**src/rtl/spi_cs_hold_master.sv**
```systemverilog
module spi_cs_hold_master #(
  parameter int NCS = 4,
  parameter int DW  = 8,
  localparam int CSW = (NCS > 1) ? $clog2(NCS) : 1
) (
  input  logic              clk,
  input  logic              rst_n,
  input  logic              start,
  input  logic [CSW-1:0]    cs_sel,
  input  logic [15:0]       tx_word,
  input  logic [NCS*4-1:0]  cfg_len,
  input  logic [NCS*DW-1:0] cfg_div,
  input  logic [NCS-1:0]    cfg_cpol,
  input  logic [NCS-1:0]    cfg_ncpha,
  input  logic [NCS-1:0]    cfg_hold,
  input  logic [NCS-1:0]    cfg_drop,
  output logic              busy,
  output logic              done,
  output logic [15:0]       rx_word,
  output logic              sclk,
  output logic              mosi,
  input  logic              miso,
  output logic [NCS-1:0]    cs_n
);

  typedef enum logic [1:0] {S_IDLE, S_RUN, S_TRAIL} st_t;

  st_t            st;
  logic [CSW-1:0] cur, held;
  logic           held_v;
  logic [DW-1:0]  div, cnt;
  logic           ncpha, hold, drop;
  logic [4:0]     nbits;
  logic [5:0]     edges;
  logic [15:0]    tsr, rsr;

  wire [3:0]    sel_code = cfg_len[int'(cs_sel)*4 +: 4];
  wire [4:0]    sel_n    = (sel_code <= 4'd8) ? (5'd8 + {1'b0, sel_code}) : 5'd8;
  wire [DW-1:0] sel_div  = cfg_div[int'(cs_sel)*DW +: DW];
  wire [15:0]   aligned  = tx_word << (5'd16 - sel_n);

  wire lead      = ~edges[0];
  wire last_edge = (edges == ({nbits, 1'b0} - 6'd1));
  wire do_change = ncpha ? (~lead & ~last_edge) : lead;
  wire do_sample = ncpha ? lead : ~lead;
  wire tick      = (cnt == '0);

  assign busy = (st != S_IDLE);

  logic [NCS-1:0] act;
  always_comb begin
    act = '0;
    if (st != S_IDLE) act[cur] = 1'b1;
    else if (held_v)  act[held] = 1'b1;
  end
  assign cs_n = ~act;

  always_ff @(posedge clk or negedge rst_n) begin
    if (!rst_n) begin
      st <= S_IDLE; cur <= '0; held <= '0; held_v <= 1'b0;
      div <= '0; cnt <= '0; ncpha <= 1'b0; hold <= 1'b0; drop <= 1'b0;
      nbits <= 5'd8; edges <= '0; tsr <= '0; rsr <= '0;
      sclk <= 1'b0; mosi <= 1'b0; done <= 1'b0; rx_word <= '0;
    end else begin
      done <= 1'b0;
      case (st)
        S_IDLE: if (start) begin
          st     <= S_RUN;
          cur    <= cs_sel;
          held_v <= 1'b0;
          div    <= sel_div;
          cnt    <= sel_div;
          ncpha  <= cfg_ncpha[cs_sel];
          hold   <= cfg_hold[cs_sel];
          drop   <= cfg_drop[cs_sel];
          nbits  <= sel_n;
          edges  <= '0;
          rsr    <= '0;
          sclk   <= cfg_cpol[cs_sel];
          if (cfg_ncpha[cs_sel]) begin
            mosi <= aligned[15];
            tsr  <= aligned << 1;
          end else begin
            tsr  <= aligned;
          end
        end
        S_RUN: if (!tick) cnt <= cnt - 1'b1;
        else begin
          cnt   <= div;
          sclk  <= ~sclk;
          edges <= edges + 6'd1;
          if (do_change) begin
            mosi <= tsr[15];
            tsr  <= tsr << 1;
          end
          if (do_sample) rsr <= {rsr[14:0], miso};
          if (last_edge) st <= S_TRAIL;
        end
        S_TRAIL: if (!tick) cnt <= cnt - 1'b1;
        else begin
          st      <= S_IDLE;
          done    <= 1'b1;
          rx_word <= rsr;
          if (hold && !drop) begin
            held_v <= 1'b1;
            held   <= cur;
          end
        end
        default: st <= S_IDLE;
      endcase
    end
  end

endmodule

```
**config.mk**
```make
export PLATFORM = sky130hd
export DESIGN_NAME = spi_cs_hold_master
export DESIGN_NICKNAME = d
export VERILOG_FILES = /design/src/rtl/spi_cs_hold_master.sv
export SDC_FILE = /design/constraint.sdc
export NUM_CORES = 1
export LEC_CHECK = 0
export ABC_AREA = 1
export ABC_CLOCK_PERIOD_IN_PS = 2400
export BUFFER_PORTS_ARGS = -buffer_cell sky130_fd_sc_hd__buf_2
export CAP_MARGIN = 20
export CORE_MARGIN = 4
export CORE_UTILIZATION = 50
export DETAILED_ROUTE_END_ITERATION = 10
export GPL_TIMING_DRIVEN = 0
export PLACE_DENSITY = 0.76
export SLEW_MARGIN = 40
export SYNTH_ARGS = -nofsm -noshare
export SYNTH_HDL_FRONTEND = slang
export SYNTH_SLANG_ARGS = --single-unit
```
**constraint.sdc**
```tcl
create_clock -name clk -period 2.4 [get_ports clk]
set_input_delay 0.12 -clock clk [delete_from_list [all_inputs] [get_ports clk]]
set_output_delay 0.12 -clock clk [all_outputs]
set_load 0.02 [all_outputs]
```
After elaboration in Yosys (flattened, before gate mapping)
Index checks and enable logic that the tools add are counted.
{"block": "totals", "ff_bits": 88, "input_bits": 86, "word_cells": 120}
{"block": "op_classes", "n_addsub": 5, "order_cmp": 6, "n_eq_ne": 12, "shift": 3, "mux": 52, "bitwise": 5, "n_reduce_logical": 20}
{"operator": "$mux W16", "count": 7}
{"operator": "$pmux W16 S2", "count": 2}
{"operator": "$shiftx A32 B6 Y8", "count": 1}
{"operator": "$mux W8", "count": 3}
{"operator": "$pmux W8 S3", "count": 1}
{"operator": "$mux W1", "count": 19}
{"operator": "$ne A2 B2 Y1 const B", "count": 9}
{"operator": "$reduce_and A4 Y1", "count": 4}
{"operator": "$shiftx A16 B5 Y4", "count": 1}
{"operator": "$shl A16 B5 Y16", "count": 1}
{"operator": "$mux W6", "count": 2}
{"operator": "$pmux W6 S2", "count": 1}
{"operator": "$lt A2 B3 Y1 const B", "count": 3}
{"operator": "$reduce_and A3 Y1", "count": 3}
{"operator": "$bmux W1 S2", "count": 4}
{"operator": "$logic_not A8 Y1", "count": 1}
{"operator": "$mux W2", "count": 4}
{"operator": "$mux W4", "count": 2}
{"operator": "$sub A8 B1 Y8 const B", "count": 1}
{"operator": "$add A6 B1 Y6 const B", "count": 1}
{"operator": "$eq A6 B6 Y1", "count": 1}
{"operator": "$pmux W1 S2", "count": 3}
{"operator": "$pmux W2 S3", "count": 1}
{"operator": "$reduce_bool A2 Y1", "count": 3}
{"operator": "18 further kinds", "count": 25}

Depth between registers and ports, before layout
{"block": "logic_depth", "ltp_word": 8, "ltp_mapped": 23, "depth_no_buf": 19}

Worst setup path before layout
No wires, ideal clock.
{"block": "synth_timing", "path_type": "input-to-reg", "from": "in cs_sel[1]", "to": "reg tsr[10]", "t_arrival_ps": 2453, "path_slack_ps": -175, "path_stages": 20, "path_buffers": 5, "path_cell_list": "buf_2 inv_1 nand3_1 nand2_1 nand3_2 nand2_2 buf_6 nand2_2 buf_4 ha_1 buf_2 inv_1 clkbuf_1 nand3_1 nand3_1 nand3_1 nand3_1 o21ai_0 nand2_1 nand2_1"}
{"block": "synth_between", "elab_chain_len": 8, "elab_cells_between_ends": 11, "cone_classes": "add/sub (2); order compare (1); shift (2); mux (6)"}
{"element": "from (decl)", "line_no": "9", "source": "input logic [CSW-1:0] cs_sel,"}
{"element": "$shiftx A16 B5 Y4", "line_no": "37", "source": "wire [3:0] sel_code = cfg_len[int'(cs_sel)*4 +: 4];"}
{"element": "$add A4 B4 Y5 / $le A4 B4 Y1 (equally long branches)", "line_no": "38", "source": "wire [4:0] sel_n = (sel_code <= 4'd8) ? (5'd8 + {1'b0, sel_code}) : 5'd8;"}
{"element": "$mux W5", "line_no": "38"}
{"element": "$sub A5 B5 Y5", "line_no": "40", "source": "wire [15:0] aligned = tx_word << (5'd16 - sel_n);"}
{"element": "$shl A16 B5 Y16", "line_no": "40"}
{"element": "$mux W16 (*)", "line_no": "80", "source": "if (cfg_ncpha[cs_sel]) begin"}
{"element": "$mux W16 (*)", "line_no": "67", "source": "S_IDLE: if (start) begin"}
{"element": "$pmux W16 S2 (*)", "line_no": "66", "source": "case (st)"}
{"element": "to (signal assigned)", "line_no": "82", "source": "tsr <= aligned << 1;"}
{"element": "to (signal assigned)", "line_no": "84", "source": "tsr <= aligned;"}
{"element": "to (signal assigned)", "line_no": "94", "source": "tsr <= tsr << 1;"}
{"element": "to (decl)", "line_no": "35", "source": "logic [15:0] tsr, rsr;"}
Mark *: on every way between the ends. The rest lies on a longest branch, timed or not. The select of a mux whose other input is x is not followed.
A chain may end at the register's enable or synchronous reset.

Worst setup path in the final report
{"block": "layout_timing", "from": "reg cnt[0]", "to": "reg edges[5]"}
{"block": "layout_between", "elab_chain_len": 3}
{"element": "from (decl)", "line_no": "31", "source": "logic [DW-1:0] div, cnt;"}
{"element": "from (signal assigned)", "line_no": "72", "source": "cnt <= sel_div;"}
{"element": "from (signal assigned)", "line_no": "87", "source": "S_RUN: if (!tick) cnt <= cnt - 1'b1;"}
{"element": "from (signal assigned)", "line_no": "89", "source": "cnt <= div;"}
{"element": "$logic_not A8 Y1", "line_no": "46", "source": "wire tick = (cnt == '0);"}
{"element": "$ne A2 B2 Y1 (no line)"}
{"element": "$reduce_and A3 Y1 (no line)"}
{"element": "to (signal assigned)", "line_no": "91", "source": "edges <= edges + 6'd1;"}
{"element": "to (decl)", "line_no": "34", "source": "logic [5:0] edges;"}
No other way between the ends.

==> flow_summary.json <==
{
  "relSlewSlack": 0.6494,
  "synth.cell_area_sq_um": 5599,
  "crit_path_end_kind": "flip-flop",
  "drv_cap": 0,
  "hold_violations": 0,
  "ant_nets": 0,
  "tritoncts": "built",
  "power.total_mw": 6.891,
  "ys_types": 41,
  "slew_viol_final": 0,
  "synth_mux_area_frac": 0,
  "status": "finished clean",
  "fp.dieH_um": 113.8,
  "synth_fa_ha_area_frac": 0.01788,
  "cts-htree-levels": 3,
  "syn_avg_cell_area_sq_um": 7.070,
  "ys_warn_count": 0,
  "combPwrFrac": 0.527,
  "finalCriticalPeriod_ns": 2.257,
  "syn2layout_area_growth_pct": 20.04,
  "track_usage": 0.2292,
  "synth_xor_area_frac": 0.01877,
  "worstMarginPinSlew_ns": 0.5260,
  "num_rows": 38,
  "grt.overflow.total": 0,
  "critPathKind": "flip-flop to flip-flop",
  "synth-compound-area-share": 0.1604,
  "drive_gt1_frac": 0.2162,
  "syn-instance-count": 792,
  "dieArea_sq_um": 12960,
  "place_inst": 1041,
  "fin_cells": 1065,
  "drt_pass1_iterations": 5,
  "critPathArrivalTime_ns": 2.53,
  "fmax_mhz": 443.2,
  "grt_max_degree": 61,
  "coreArea_sq_um": 10890,
  "insertedDiodeCount": 0,
  "internal-power_mw": 3.772,
  "route.detailed.vias_per_inst": 5.317,
  "io_pins": 110,
  "drtIter0Drc": 377,
  "dr_total_vias": 5663,
  "slowest_delay_ns": 0.38,
  "m1WireLength_um": 6858,
  "route.met2.wl_um": 7209,
  "rsz0062_at_grt": "yes",
  "worst_slack_ns": 0.1434,
  "leakagePower_nw": 3.368,
  "wl_per_cell_um": 13.93,
  "irDropWorstVdd_mv": 0.7369,
  "grt_pass1_vias": 5287,
  "die_w_um": 113.8,
  "cp-startpoint": "cnt[0]",
  "drt-total-wl_um": 14840,
  "dpl.hpwl_um": 11130,
  "preCtsSetupSlack_ns": -0.4468,
  "insertion_delay_ns": 0.36,
  "drc": 0,
  "final_cell_area_sq_um": 6721,
  "yosys.area_share.simple": 0.3037,
  "p_seq_frac": 0.314,
  "clkPwrFrac": 0.159,
  "crit_fanout": 6,
  "highest_layer": "met4",
  "antenna_found_initial": 0,
  "ys_seq_area_frac": 0.3935,
  "synth_top_family_by_area": "simple AND/OR/NAND/NOR gates",
  "path_cells": "inv_2, ha_2, nand2_1, nor2_2, nand3_2, nand3b_4, nand2_2, nand2_2, a21oi_4, buf_4, nand3_1, nor2_1, nor2_1, nor3b_1",
  "hp-start": "miso",
  "clk_pin_slew_ns": 0.10,
  "grt_pass1_wl_um": 24500,
  "root_buffer": "clkbuf_8",
  "period_share": 0.9402,
  "cts_buffer_depth": 2,
  "io_buffers": 108,
  "slowest_stage": "dfrtp_1",
  "wl_met3_um": 530,
  "hold_path.class": "primary input to flip-flop",
  "setup_viol": 0,
  "critPathRequiredTime_ns": 2.67,
  "startpoint_type": "flip-flop",
  "clock-sinks": 88,
  "synth_nets": 886,
  "yosys_register_bits": 88,
  "rr_worst_depth": 14,
  "p_per_area_nw_per_um2": 1025,
  "holdPathStages": 3,
  "p_sw_frac": 0.4526,
  "place_congestion": 0.9316,
  "r2r_slack_ns": 0.14,
  "numCtsBuffers": 9,
  "power.switching_mw": 3.119,
  "nets": 1014,
  "dpl-instance-area_sq_um": 6354,
  "start_util": 0.5142,
  "fin_skew_ns": 0.01531,
  "timing.rr.start": "cnt[0]"
}
==> placed cells by master (no fill, tap or decap), types with 2 or more instances in the layout <==
cell / n
inv_4: 2
nor2_2: 4
clkbuf_8: 11
buf_2: 111
nor2_1: 53
nand2_1: 155
clkbuf_2: 4
clkinv_1: 2
nand3_2: 7
inv_2: 4
nand3_1: 124
o22ai_1: 14
or2_2: 6
clkinv_4: 2
inv_6: 2
buf_6: 6
buf_4: 12
xnor2_1: 6
xor2_1: 6
o21ai_1: 3
clkbuf_1: 19
nand2_2: 15
nand4_1: 3
o21ai_0: 97
o211ai_1: 7
a21oi_1: 22
a31oi_1: 3
inv_1: 94
o221ai_1: 7
dfrtp_1: 87
nor3_1: 6
ha_1: 7
==> synthesized netlist by cell type (all sizes together) <==
cell    instances  share of area
a41oi           1         0.0016
and2            1         0.0011
nand4           3         0.0034
dfrtp          87           0.39
o21ai         101          0.091
nor3            7         0.0063
buf            16          0.020
a32oi           1         0.0016
nand3         131           0.12
nand2         171           0.12
a31oi           3         0.0034
dfstp           1         0.0047
ha              8          0.018
clkbuf         25          0.017
o21bai          1         0.0013
nor3b           1         0.0013
xor2            6         0.0094
o22ai          14          0.016
a22o            1         0.0016
o221ai          7          0.011
nor2           57          0.039
a22oi           1         0.0013
inv           100          0.067
nand3b          1         0.0036
clkinv          3         0.0020
o211ai          7         0.0094
a21oi          24          0.023
xnor2           6         0.0094
or2             7         0.0078
==> power groups by stage <==
stage	Sequential (mW)	Combinational, mW	Clock [mW]
6_report	2.17	3.63	1.09
5_1_grt	2.22	4.10	1.17
4_1_cts	2.16	3.52	1.12
3_5_place_dp	2.19	3.41	0
3_3_place_gp	2.18	3.36	0
2_1_floorplan	2.18	2.52	0
==> final timing paths <==
| kind | endpoint |
|---|---|
| max | edges[5] |
| min | rsr[0] |
| max reg2reg | edges[5] |
| min reg2reg | rx_word[14] |
| max in group asynchronous | mosi |
| min in group asynchronous | div[2] |
==> flip-flops by register name, indices dropped and copies added, names as in the netlist <==
name     cells
rsr         16
rx_word     16
tsr         16
cnt          8
div          8
edges        6
nbits        5
cur          2
held         2
st           2
done         1
drop         1
held_v       1
hold         1
mosi         1
ncpha        1
sclk         1
==> through the flow <==
step | setup TNS (ns) | util | hold slack [ns]
after floorplan | 0 | - | -0.1756
after detailed placement | -6.089 | 0.5835 | 0.01889
after CTS | 0 | 0.6080 | 0.008425
after global routing | -0.08725 | 0.6173 | 0.02524
after global placement | -5.436 | 0.5804 | 0.3806
final | 0 | 0.6173 | 0.02679
==> layer usage <==
layer / vias to the layer above / GRT usage
li1: 2872 / -
met1: 2652 / 0.3151
met3: 20 / 0.02971
met5: - / 0
met2: 119 / 0.3832
met4: 0 / 0.06255
==> worst max-delay path: cells and delay by family, from the launching register on <==
family                   cells  cell delay (ns)
AO/OA/AOI/OAI                1             0.15
flip-flops                   1             0.38
adder cells (fa/ha/maj)      1             0.19
buffers and inverters        2             0.26
AND/OR/NAND/NOR             10             1.17
==> what timing repair did <==
item,in CTS,in global routing
endpoints found under the hold margin,88,0
hold buffers,1,0
buffers inserted,2,5
resized for setup,10,30
endpoints found under the setup margin,35,47
pin swaps,0,3
==> area by class of cell <==
cell class / count / area, sq um
buffer: 41 / 245.2
clock buffer: 10 / 137.6
clock inverter: 6 / 75.07
fill: 1036 / 4167
inverter: 103 / 396.6
multi-input combinational: 560 / 2851
sequential: 88 / 2203
tap: 140 / 175.2
timing repair buffer: 117 / 636.9
==> cells by family after synthesis <==
group,after synthesis
and+or+nand+nor,379
AOI/OAI and AO/OA,161
buffers and inverters,144
DFF,88
xor gates and xnor gates,12
adders and majority gates,8
Note: power is estimated with default switching activity, not from simulation.
